**config.mk**
```make
export PLATFORM = sky130hd
export DESIGN_NAME = vec_base_sel
export DESIGN_NICKNAME = d
export VERILOG_FILES = /design/src/rtl/vbs_pkg.sv /design/src/rtl/vbs_unlock.sv /design/src/rtl/vbs_base_calc.sv /design/src/rtl/vbs_irq_gate.sv /design/src/rtl/vec_base_sel.sv
export SDC_FILE = /design/constraint.sdc
export NUM_CORES = 1
export LEC_CHECK = 0
export BUFFER_PORTS_ARGS = -buffer_cell sky130_fd_sc_hd__buf_2
export CAP_MARGIN = 10
export CORE_MARGIN = 2
export CORE_UTILIZATION = 43
export DETAILED_ROUTE_END_ITERATION = 10
export HOLD_SLACK_MARGIN = 0.03
export PLACE_DENSITY = 0.77
export SLEW_MARGIN = 10
export SYNTH_ARGS = -nofsm -noshare
export SYNTH_HDL_FRONTEND = slang
export SYNTH_HIERARCHICAL = 1
export SYNTH_SLANG_ARGS = --single-unit
export TNS_END_PERCENT = 20
```
**constraint.sdc**
```tcl
create_clock -name clk -period 2.3 [get_ports clk]
set_clock_uncertainty 0.15 [all_clocks]
set_input_delay 0 -clock clk [delete_from_list [all_inputs] [get_ports clk]]
set_output_delay 0 -clock clk [all_outputs]
set_load 0.1 [all_outputs]
```
**src/rtl/vbs_pkg.sv**
```systemverilog
package vbs_pkg;
  localparam int REG_W   = 8;
  localparam int UNL_BIT = 0;
  localparam int SEL_BIT = 1;
  localparam int HI_LSB  = 4;
  localparam int HI_W    = REG_W - HI_LSB;
endpackage

```
**src/rtl/vbs_unlock.sv**
```systemverilog
module vbs_unlock
  import vbs_pkg::*;
#(
  parameter int WIN_CYC = 4,
  localparam int CNT_W = $clog2(WIN_CYC + 1)
) (
  input  logic            clk,
  input  logic            rst,
  input  logic            wr_en,
  input  logic            wr_unl,
  input  logic            wr_sel,
  input  logic [HI_W-1:0] wr_hi,
  input  logic            instr_done,
  output logic            sel_q,
  output logic            sel_nx,
  output logic            unl_open,
  output logic            pend_q,
  output logic            auto_nx,
  output logic [HI_W-1:0] hi_q
);
  logic [CNT_W-1:0] cnt_q, cnt_nx;
  logic             pend_nx;
  logic [HI_W-1:0]  hi_nx;

  assign unl_open = (cnt_q != '0);

  always_comb begin
    cnt_nx  = cnt_q;
    sel_nx  = sel_q;
    pend_nx = pend_q;
    hi_nx   = hi_q;
    if (pend_q && instr_done) pend_nx = 1'b0;
    if (unl_open) cnt_nx = cnt_q - CNT_W'(1);
    if (wr_en) begin
      hi_nx = wr_hi;
      if (wr_unl) begin
        cnt_nx = CNT_W'(WIN_CYC);
      end else if (unl_open) begin
        sel_nx  = wr_sel;
        cnt_nx  = '0;
        pend_nx = 1'b1;
      end
    end
  end

  assign auto_nx = (cnt_nx != '0) || pend_nx;

  always_ff @(posedge clk) begin
    if (rst) begin
      cnt_q  <= '0;
      sel_q  <= 1'b0;
      pend_q <= 1'b0;
      hi_q   <= '0;
    end else begin
      cnt_q  <= cnt_nx;
      sel_q  <= sel_nx;
      pend_q <= pend_nx;
      hi_q   <= hi_nx;
    end
  end

  // plain write with window closed keeps select
  assert_sel_guard_R4: assert property (@(posedge clk) disable iff (rst)
    (!(wr_en && !wr_unl && unl_open)) |=> $stable(sel_q));
  // arming write keeps select
  assert_arm_keeps_sel_R11: assert property (@(posedge clk) disable iff (rst)
    (wr_en && wr_unl) |=> (sel_q == $past(sel_q)) && unl_open);
  // select write closes the window
  assert_sel_closes_R6: assert property (@(posedge clk) disable iff (rst)
    (wr_en && !wr_unl && unl_open) |=> !unl_open && (sel_q == $past(wr_sel)));
  // last window cycle without writes expires
  assert_window_expiry_R5: assert property (@(posedge clk) disable iff (rst)
    (!wr_en && cnt_q == CNT_W'(1)) |=> !unl_open);
endmodule

```
**src/rtl/vbs_base_calc.sv**
```systemverilog
module vbs_base_calc #(
  parameter int ADDR_W      = 14,
  parameter int CFG_W       = 2,
  parameter int BOOT_MIN_LG = 8,
  localparam int NUM_CFG = 1 << CFG_W
) (
  input  logic              clk,
  input  logic              rst,
  input  logic              sel_nx,
  input  logic [CFG_W-1:0]  boot_size,
  output logic [ADDR_W-1:0] vec_base_q
);
  logic [ADDR_W-1:0] start_tbl [NUM_CFG];

  for (genvar i = 0; i < NUM_CFG; i++) begin : g_start
    localparam longint unsigned REGION = 64'd1 << (BOOT_MIN_LG + i);
    localparam longint unsigned START  = (64'd1 << ADDR_W) - REGION;
    assign start_tbl[i] = START[ADDR_W-1:0];
  end

  always_ff @(posedge clk) begin
    if (rst) vec_base_q <= '0;
    else     vec_base_q <= sel_nx ? start_tbl[boot_size] : '0;
  end

  // a boot-region base always lies above address zero
  assert_boot_base_nonzero_R2: assert property (@(posedge clk) disable iff (rst)
    sel_nx |=> (vec_base_q != '0));
endmodule

```
**src/rtl/vbs_irq_gate.sv**
```systemverilog
module vbs_irq_gate (
  input  logic clk,
  input  logic rst,
  input  logic auto_nx,
  input  logic sel_nx,
  input  logic in_boot,
  input  logic lock_outside,
  input  logic lock_inside,
  output logic irq_block_q
);
  logic lock_hit;

  always_comb begin
    lock_hit = 1'b0;
    if (sel_nx && lock_outside && !in_boot) lock_hit = 1'b1;
    if (!sel_nx && lock_inside && in_boot)  lock_hit = 1'b1;
  end

  always_ff @(posedge clk) begin
    if (rst) irq_block_q <= 1'b0;
    else     irq_block_q <= auto_nx || lock_hit;
  end

  // the automatic mask reaches the output one cycle later
  assert_auto_mask_R7: assert property (@(posedge clk) disable iff (rst)
    auto_nx |=> irq_block_q);
endmodule

```
**src/rtl/vec_base_sel.sv**
```systemverilog
module vec_base_sel
  import vbs_pkg::*;
#(
  parameter int ADDR_W      = 14,
  parameter int CFG_W       = 2,
  parameter int BOOT_MIN_LG = 8,
  parameter int WIN_CYC     = 4
) (
  input  logic              clk,
  input  logic              rst,
  input  logic              wr_en,
  input  logic [REG_W-1:0]  wr_data,
  output logic [REG_W-1:0]  rd_data,
  input  logic              instr_done,
  input  logic              in_boot,
  input  logic [CFG_W-1:0]  boot_size,
  input  logic              lock_outside,
  input  logic              lock_inside,
  output logic [ADDR_W-1:0] vec_base,
  output logic              irq_block
);
  logic            sel_q, sel_nx, unl_open, pend_q, auto_nx;
  logic [HI_W-1:0] hi_q;
  logic            unused_mid_bits;

  assign unused_mid_bits = ^wr_data[HI_LSB-1:SEL_BIT+1];

  vbs_unlock #(.WIN_CYC(WIN_CYC)) u_unlock (
    .clk(clk), .rst(rst), .wr_en(wr_en),
    .wr_unl(wr_data[UNL_BIT]), .wr_sel(wr_data[SEL_BIT]),
    .wr_hi(wr_data[REG_W-1:HI_LSB]), .instr_done(instr_done),
    .sel_q(sel_q), .sel_nx(sel_nx), .unl_open(unl_open),
    .pend_q(pend_q), .auto_nx(auto_nx), .hi_q(hi_q)
  );

  vbs_base_calc #(.ADDR_W(ADDR_W), .CFG_W(CFG_W), .BOOT_MIN_LG(BOOT_MIN_LG)) u_base (
    .clk(clk), .rst(rst), .sel_nx(sel_nx), .boot_size(boot_size),
    .vec_base_q(vec_base)
  );

  vbs_irq_gate u_gate (
    .clk(clk), .rst(rst), .auto_nx(auto_nx), .sel_nx(sel_nx),
    .in_boot(in_boot), .lock_outside(lock_outside), .lock_inside(lock_inside),
    .irq_block_q(irq_block)
  );

  assign rd_data = {hi_q, 2'b00, sel_q, unl_open};

  // application placement means base zero
  assert_app_base_zero_R2: assert property (@(posedge clk) disable iff (rst)
    !sel_q |-> (vec_base == '0));
  // a pending release keeps interrupts blocked
  assert_pend_blocks_R8: assert property (@(posedge clk) disable iff (rst)
    pend_q |-> irq_block);
  // vectors in boot region, running outside, lock set
  assert_lock_outside_R9: assert property (@(posedge clk) disable iff (rst)
    (sel_q && lock_outside && !in_boot) |=> irq_block);
  // vectors at zero, running inside boot region, lock set
  assert_lock_inside_R10: assert property (@(posedge clk) disable iff (rst)
    (!sel_q && lock_inside && in_boot) |=> irq_block);
  // middle bits never read as one
  assert_mid_zero_R3: assert property (@(posedge clk) disable iff (rst)
    rd_data[3:2] == 2'b00);
endmodule

```
==> results.md, run 1 <==
Clock tree:
- Counting the buffers created by CTS gives 3.
- The clock net in this run drives a total of 14 sinks.
- CTS built an H-tree with a depth of 1.
- Clock latency on the worst-skew pair, taken at its later pin, is 0.28 ns.
- The maximum count of clock buffers along a single path is 2.
- The cell sitting at the root of the clock tree is a sky130_fd_sc_hd__clkbuf_4.
- Clock-pin slew was measured on the worst setup and hold paths at 0.08 ns.
- The post-CTS setup buffer count is 0.
- The clock tree from TritonCTS is done.

Synthesis:
- The Yosys warning count is 6.
- The proportion of synthesized flip-flops having asynchronous set or reset is 0%.
- Sequential cells were found to cover 37.9% of the synthesized design area.
- The count of distinct cell types in the synthesized netlist is 28.
- The most used flip-flop cell after synthesis is sky130_fd_sc_hd__dfxtp_1.
- Counting flops and latches in the post-synthesis netlist gives 14.
- After technology mapping, the gate count stands at 80.
- The number of synthesized flops with an enable pin is 0.
- The average cell area after synthesis is 9.24 um^2.
- The synthesized area is 739 um^2.

Place:
- The number of placed cells counting well taps is 114.
- The half-perimeter wire length of the detailed placement result is 984 um.
- The congestion estimate from routability-driven global placement came to 0.728.
- Timing analysis after detailed placement gives a worst setup slack of 0.336 ns.
- The area after detailed placement is 797 um^2.
- The count of buffers from port buffering is 27.

Global route:
- The met1 layer usage reported by global route is 17.7%.
- The initial antenna violation count is 0.
- For met2 alone, demand over resource in global routing was 34.1%.
- The number of global-route vias before repair is 645.
- The global routing stage identified its most utilized layer as met2.
- The global routing met3 resource utilization is 5.95%.
- The first global-routing pass estimated 2.64 mm of wire.
- Entering global routing, the biggest net connects 12 pins.
- Summed over all layers, the global routing overflow is 0.
- The global router's overall resource usage is 17.9%.

Final layout:
- The count of non-filler cells in the finished layout is 141.
- The filler cells instantiated in the layout total 131.
- The ratio of cells with drive above 1 in the final layout is 31.2%.
- Cells fill 68.4% of the core in the end.
- Relative to the synthesized area, the layout overhead comes to 44.2%.
- The finished cells cover 1070 um^2.
- Summing all multi-input logic gate instances after layout gives 345 um^2.
- The register cell area after layout is 280 um^2.
- The net count reported at finish is 145.
- The number of antenna diodes in the final layout is 0.

Hold path:
- The number of cells on the worst hold path is 3.
- The tightest min-delay check is of the input pin to flip-flop type.
- The hold path startpoint is boot_size[0].

Route:
- The overall routed net length is 1.68 mm.
- The number of iterations in the first detailed-routing pass is 4.
- Once detail routing completed, the nets flagged for antenna violations numbered 0.
- The routed layout has 667 vias.
- Dividing the detail-routed wire length by the instance count gives 11.9 um.
- In the routed layout, each cell is associated on average with a via count of 4.73.
- The total DRC errors in the routed layout is 0.
- The first routing iteration left 22 violations.

Power:
- The portion of total power attributed to the clock network is 20.5%.
- The proportion of power drawn by combinational gates is 46.9%.
- The cell-internal power is 464 uW.
- In this run, flip-flops and latches consume 32.7% of the power.
- Of the total power, the share spent switching nets is 44.6%.
- The maximum ir drop on the vdd rail is 0.000535 V.
- In this run the static leakage power is 0.542 nW.
- The analysis attributes to net switching a power of 373 uW.
- The areal power density over the cells is 785 nW/um^2.

Floorplanning:
- The number of standard-cell rows in the floorplan is 14.
- The number of primary I/O pins is 40.
- The initial utilization of the core area, before any placement, comes to 47.4%.
- The die extent in x is 45.5 um.
- The die covers 2070 um^2.
- The die is 45.5 um tall.
- The core region is 1560 um^2.

Worst setup path:
- The required time reported for the critical path endpoint is 2.32 ns.
- Tracing the worst setup path back leads to its startpoint at u_unlock/cnt_q[0].
- For the worst flop-to-flop path, the logic depth is 7.
- The kind of capture point of the worst setup path is a flip-flop.
- The kind of launch point of the worst setup path is a flip-flop.
- The arrival time at the worst endpoint is 2.14 ns.
- The maximum fanout encountered on the critical timing path is 7.
- The launch instance of the worst register-to-register path is u_unlock/cnt_q[0].
- The start-to-end type of the worst setup path is flip-flop to flip-flop.

STA:
- The worst path uses 92.3% of the clock period.
- The post-route worst setup slack is 0.178 ns.
- Setup repair after global routing left no endpoint under its margin.
- Setup violations remaining at the end of the flow were counted as 0.
- Derived from the worst setup path, the maximum achievable clock frequency is 471 MHz.
- The number of hold-slack violations in the final timing report is 0.
- The total count of max-transition violations in the final report is 0.
- After routing, the total negative slack on setup checks comes to 0 ns.
- Counting I/O delays and the setup requirement, the final critical path takes 2.12 ns.

Outcome:
- The run finished with clean final reports.

Flow run:
- The number of maximum-capacitance violations is 0.
metrics by stage:
stage                     hold slack, ns  power [mW]
final                              0.336       0.837
after global routing               0.329       0.879
after global placement            0.0472       0.618
after floorplan                  -0.0810       0.612
after CTS                          0.297       0.834
after detailed placement          0.0529       0.625
area by class of cell:
type | count | area share, %
inverters | 5 | 1.76
repair buffers | 50 | 34.3
flip-flops and latches | 14 | 26.3
multi-input cells | 52 | 32.4
well taps | 16 | 1.88
clock buffers | 4 | 3.40
power groups by stage:
stage	Sequential [mW]	Combinational, mW	Clock (mW)
2_1_floorplan	0.349	0.264	0
3_3_place_gp	0.278	0.340	0
3_5_place_dp	0.279	0.347	0
4_1_cts	0.273	0.385	0.176
5_1_grt	0.276	0.413	0.190
6_report	0.274	0.392	0.171
worst max-delay path: stages, from the launching register on:
cell,delay [ns]
sky130_fd_sc_hd__dfxtp_1,0.39
sky130_fd_sc_hd__inv_1,0.12
sky130_fd_sc_hd__ha_1,0.27
sky130_fd_sc_hd__nand2b_2,0.17
sky130_fd_sc_hd__xnor2_1,0.14
sky130_fd_sc_hd__a2bb2oi_1,0.18
sky130_fd_sc_hd__dlygate4sd3_1,0.57
sky130_fd_sc_hd__nor2_1,0.04
cell usage in the layout (no fill, tap or decap), types with 2 or more instances in the layout:
cell                            count
sky130_fd_sc_hd__buf_2             27
sky130_fd_sc_hd__dlygate4sd3_1     23
sky130_fd_sc_hd__dfxtp_1           14
sky130_fd_sc_hd__conb_1            10
sky130_fd_sc_hd__nor2_1            10
sky130_fd_sc_hd__inv_1              5
sky130_fd_sc_hd__mux2i_1            5
sky130_fd_sc_hd__clkbuf_4           3
sky130_fd_sc_hd__a21oi_1            3
sky130_fd_sc_hd__nand3b_1           2
sky130_fd_sc_hd__a31oi_1            2
sky130_fd_sc_hd__a211oi_1           2
sky130_fd_sc_hd__nor3_1             2
sky130_fd_sc_hd__ha_1               2
metal layers:
| layer | vias to the layer above | wire (um) |
|---|---|---|
| met4 | 0 | 0 |
| met2 | 27 | 930 |
| met3 | 0 | 89 |
| met1 | 313 | 660 |
| met5 | - | 0 |
| li1 | 327 | - |
cells by family after synthesis:
family / after synthesis / synth area share (%)
mux: 6 / 8.80
flops: 14 / 37.9
compound gates: 10 / 8.80
buf+inv: 22 / 19.8
simple gates: 23 / 19.1
fa+ha+maj: 2 / 3.38
xor+xnor: 1 / 1.18
other cells: 2 / 1.02
cells in the mapped netlist (2+ instances only):
master | instances | area share (%)
sky130_fd_sc_hd__nor3_1 | 2 | 1.4
sky130_fd_sc_hd__nand3b_1 | 2 | 2.0
sky130_fd_sc_hd__dfxtp_1 | 14 | 38
sky130_fd_sc_hd__inv_1 | 5 | 2.5
sky130_fd_sc_hd__a211oi_1 | 2 | 2.0
sky130_fd_sc_hd__a31oi_1 | 2 | 1.7
sky130_fd_sc_hd__conb_1 | 2 | 1.0
sky130_fd_sc_hd__a21oi_1 | 3 | 2.0
sky130_fd_sc_hd__mux2i_1 | 5 | 6.8
sky130_fd_sc_hd__nor2_1 | 10 | 5.1
sky130_fd_sc_hd__ha_1 | 2 | 3.4
sky130_fd_sc_hd__buf_4 | 15 | 15
path summary, 6_finish.rpt:
check / endpoint / slack, ns
max: u_unlock/cnt_q[0] / 0.18
min: u_base/vec_base_q[8] / 0.34
max reg2reg: u_unlock/cnt_q[0] / 0.18
min reg2reg: u_unlock/cnt_q[1] / 0.46
registers in the layout, summed over array words and instances, names as in the netlist:
name,flops
u_unlock/hi_q,4
u_gate/irq_block_q,1
u_unlock/pend_q,1
u_base/vec_base_q,4
u_unlock/cnt_q,3
u_unlock/sel_q,1
timing repair:
item,4_1_cts,5_1_grt
hold buffers,23,0
gates resized for setup,0,1
hold endpoints to repair,14,0
setup endpoints to repair,0,1
Power figures use the tool's default switching activity.
==> inputs of run 2 (changes only) <==
Settings changed: CAP_MARGIN 10 to default, SYNTH_HIERARCHICAL 1 to default.
==> run 2 against run 1 <==
  * Register-to-register slack worse by 0.09 ns
  * Die area decreased by 0.31%
  * Sequential cell count stayed put
  * Synthesized cell count shrank 2.5%
  * Final area is 2.7% lower
  * Via count is 2.8% lower
  * Clock power shrank 21%
  * Fmax down 3.9%
  * Sequential share of layout area increased by 0.85 points
  * Worst hold slack lost 0.28 ns
  * Largest power group unchanged
==> results.md, run 2 <==
Worst setup path:
- Traced cell by cell, the critical path runs through inv_1, ha_2, nand2b_4, a21bo_1, a21oi_2, nor3b_1, dlygate4sd3_1.
- The setup path with the least slack is of type flip-flop to flip-flop.
- The maximum fanout encountered on the critical timing path is 7 (unchanged).
- The most critical setup path has its startpoint at u_unlock.cnt_q[0].
- The slowest stage cell on the critical path is sky130_fd_sc_hd__dlygate4sd3_1.
- The arrival time at the worst endpoint was 2.27 ns (+0.13 ns).
- The kind of launch point of the worst setup path is a flip-flop.
- The launch instance of the worst register-to-register path is u_unlock.cnt_q[0].
- The required time reported for the critical path endpoint came to 2.37 ns (+0.05 ns).
- The maximum single-stage delay on the critical path is 0.57 ns (about the same).
- STA classifies the critical path endpoint as a flip-flop.

Power:
- The maximum ir drop on the vdd rail is 0.000570 V (+6.6%).
- The areal power density over the cells is 773 nW/um^2 (-1.6%).
- The leakage power figure is 0.509 nW (-6.1%).

Final layout:
- The final design area excluding fillers is 1040 um^2 (-2.7%).
- The count of non-filler cells in the finished layout is 137 (-2.8%).
- The final antenna diode count is 0 (unchanged).
- The area growth from synthesis to final layout is 40.7%.
- The largest registers in the layout are u_base.vec_base_q x4, u_unlock.hi_q x4, u_unlock.cnt_q x3.
- The ratio of cells with drive above 1 in the final layout is 33.1% (+1.9 points).
- The library cell used most frequently in the layout, excluding fill and tap cells, is sky130_fd_sc_hd__buf_2.
- The net count reported at finish came to 142 (-2.1%).
- The share of the core filled with cells in the final layout is 66.5% (-1.8 points).
- The library cells used most frequently in the layout, excluding fill and tap cells, are 27 x sky130_fd_sc_hd__buf_2, 20 x sky130_fd_sc_hd__dlygate4sd3_1, 13 x sky130_fd_sc_hd__dfxtp_1, 10 x sky130_fd_sc_hd__conb_1, 9 x sky130_fd_sc_hd__nor2_1.

Synthesis:
- The count of distinct cell types in the synthesized netlist came to 29 (+3.6%).
- The synthesized area is 737 um^2 (-0.34%).
- The cell with the most instances after synthesis is sky130_fd_sc_hd__buf_4.
- The number of synthesized flops with an enable pin is 0 (unchanged).
- The proportion of synthesized flip-flops having asynchronous set or reset is 0% (unchanged).
- The flip-flop and latch count after synthesis is 14 (unchanged).
- The proportion of synthesized chip area in sequential cells is 38.0% (+0.13 points).
- The Yosys warning count is 0 (-6).
- The area share of the leading cell type in the synthesized netlist is 38.0% (+0.13 points).
- The most used flip-flop cell after synthesis is sky130_fd_sc_hd__dfxtp_1.
- By area the synthesized netlist is led by sky130_fd_sc_hd__dfxtp_1 38%, sky130_fd_sc_hd__buf_4 15%, sky130_fd_sc_hd__mux2i_1 6.8%.
- The average cell area after synthesis was 9.45 um^2 (+2.2%).
- The count of mapped cells out of synthesis is 78 (-2.5%).
- sky130_fd_sc_hd__dfxtp_1 takes more of the synthesized area than any other cell.
- After synthesis, the most frequently instantiated cells are 15 x sky130_fd_sc_hd__buf_4, 14 x sky130_fd_sc_hd__dfxtp_1, 9 x sky130_fd_sc_hd__nor2_1, 5 x sky130_fd_sc_hd__inv_1, 5 x sky130_fd_sc_hd__mux2i_1.

Route:
- The average via count per standard cell is 4.73 (about the same).
- The remaining antenna violation count after routing is 0 (unchanged).
- The routed wire length per instance is 11.2 um (-5.8%).
- The DRC violation total after the first TritonRoute iteration is 8 (-64%).
- The overall routed net length is 1.54 mm (-8.5%).
- The number of iterations in the first detailed-routing pass came to 3 (-1).
- The total DRC errors in the routed layout is 0 (unchanged).
- The via total after detailed routing is 648 (-2.8%).

Global route:
- The global-route wire length before repair came to 2.30 mm (-13%).
- The global routing met3 resource utilization came to 4.76% (-1.2 points).
- The number of global-route vias before repair was 560 (-13%).
- The met1 layer usage reported by global route is 16.7% (-1.1 points).
- The global router's overall resource usage is 16.0% (-1.9 points).
- The global routing usage on met2 was 29.9% (-4.2 points).
- The initial antenna violation count came to 0 (unchanged).
- The most used routing layer is met2.
- The leftover overflow at the end of global routing was 0 (unchanged).
- The largest net degree at the start of global routing is 12 (unchanged).

Flow run:
- The number of maximum-capacitance violations is 0 (unchanged).

Clock tree:
- The number of clock sinks is 14 (unchanged).
- TritonCTS built the clock tree.
- The H-tree level count is 1 (unchanged).
- The clock network latency to the later pin of the worst-skew pair was 0.28 ns (about the same).
- The maximum count of clock buffers along a single path was 2 (unchanged).
- The clock slew at the register clock pins of the worst setup and hold paths came to 0.08 ns (about the same).
- The number of clock buffers inserted by TritonCTS was 3 (unchanged).
- The cell sitting at the root of the clock tree is a sky130_fd_sc_hd__clkbuf_4.

Floorplanning:
- The number of primary I/O pins is 40 (unchanged).
- The die extent in x is 45.4 um (-0.15%).
- The die area came to 2060 um^2 (-0.31%).
- The number of standard-cell rows in the floorplan came to 14 (unchanged).
- The core footprint came to 1560 um^2 (unchanged).
- The initial standard-cell utilization of the core is 47.3% (-0.16 points).
- The height of the die was 45.4 um (-0.15%).

STA:
- The number of failing setup endpoints in the final timing report was 0 (unchanged).
- The sum of negative setup slack came to 0 ns (unchanged).
- The post-route worst setup slack is 0.0931 ns (-0.0850 ns).
- Setup repair after global routing left no endpoint under its margin.
- The number of hold-slack violations in the final timing report was 0 (unchanged).
- The final period demand of the worst path came to 2.21 ns (+0.0850 ns).
- The final worst-path cycle share was 96.0% (+3.7 points).
- The total count of max-transition violations in the final report is 0 (unchanged).
- The maximum clock frequency is 453 MHz (-3.9%).

Hold path:
- The class of the tightest hold or removal check is input pin to flip-flop.
- The startpoint identified for the worst hold timing path is wr_en.

Place:
- The number of placed cells counting well taps was 113 (-0.88%).
- The count of buffers from port buffering is 27 (unchanged).
- The setup slack at placement is 0.538 ns (+0.201 ns).
- The final RePlAce weighted congestion is 0.699 (-3.9%).
- The half-perimeter wire length of the detailed placement result came to 980 um (-0.43%).
- The area after detailed placement is 798 um^2 (+0.16%).

Outcome:
- The flow ran to the end, and the final reports show no timing, DRC or antenna violations.
run 2: cell count changes in the layout (fill, tap and decap cells not counted), sizes merged, moves of 2 or more:
cell,delta
a22oi,+2
dlygate4sd3,-3
nand3b,-2
nor3,-2
a31oi,-2
run 2: kinds of logic (layout without fill, tap and decap cells):
| family | after synthesis | after routing | synth area share, % |
|---|---|---|---|
| other | 1 | 10 | 0.509 |
| AOI/OAI and AO/OA | 14 | 14 | 15.6 |
| DFF | 14 | 14 | 38.0 |
| and+or+nand+nor | 19 | 19 | 14.6 |
| adders and majority gates | 2 | 2 | 3.40 |
| muxes | 5 | 5 | 6.79 |
| buffers and inverters | 22 | 56 | 19.9 |
| xor gates and xnor gates | 1 | 1 | 1.19 |
run 2: area by class of cell:
| class | instances | area (um^2) |
|---|---|---|
| inverters | 5 | 18.8 |
| multi-input cells | 51 | 352 |
| repair buffers | 48 | 343 |
| flip-flops and latches | 14 | 282 |
| clock buffers | 3 | 22.5 |
| well taps | 16 | 20.0 |
| fillers | 127 | 522 |
run 2: where the power goes:
group	internal, mW	leakage [nW]	switching (mW)
logic	0.104	0.380	0.289
clock network	0.0607	0.0138	0.0742
registers	0.263	0.115	0.0108
total	0.427	0.509	0.374
run 2: per-stage QoR:
| step | power (mW) | hold slack (ns) |
|---|---|---|
| finish | 0.801 | 0.0509 |
| global route | 0.832 | 0.0929 |
| CTS | 0.798 | 0.0510 |
| floorplan | 0.624 | -0.0784 |
| global placement | 0.630 | 0.0238 |
| detailed placement | 0.635 | 0.0332 |
run 2: metal layers:
metal,part of all wire (%),vias to the layer above
met1,41,297
met3,4.7,2
met4,1.3,0
met5,0,-
met2,53,25
li1,-,324
run 2: critical path, delay by kind of cell, from the launching register on:
kind / cells / cell delay (ns)
AOI/OAI and AO/OA: 2 / 0.42
adders and majority gates: 1 / 0.25
buffers and inverters: 2 / 0.68
DFF: 1 / 0.35
and+or+nand+nor: 2 / 0.30
run 2: worst paths after layout:
| kind | to | slack (ns) | depth (start not counted) |
|---|---|---|---|
| worst min-delay path | u_unlock.cnt_q[0] | 0.05 | 4 |
| worst max-delay path | u_base.vec_base_q[8] | 0.09 | 7 |
| worst max register to register | u_base.vec_base_q[8] | 0.09 | 7 |
| worst min register to register | u_unlock.cnt_q[0] | 0.40 | 2 |
run 2: repair_timing:
item	CTS	global route
hold buffers	20	0
buffers inserted	0	1
endpoints found under the hold margin	14	0
resized for setup	0	3
endpoints found under the setup margin	0	2
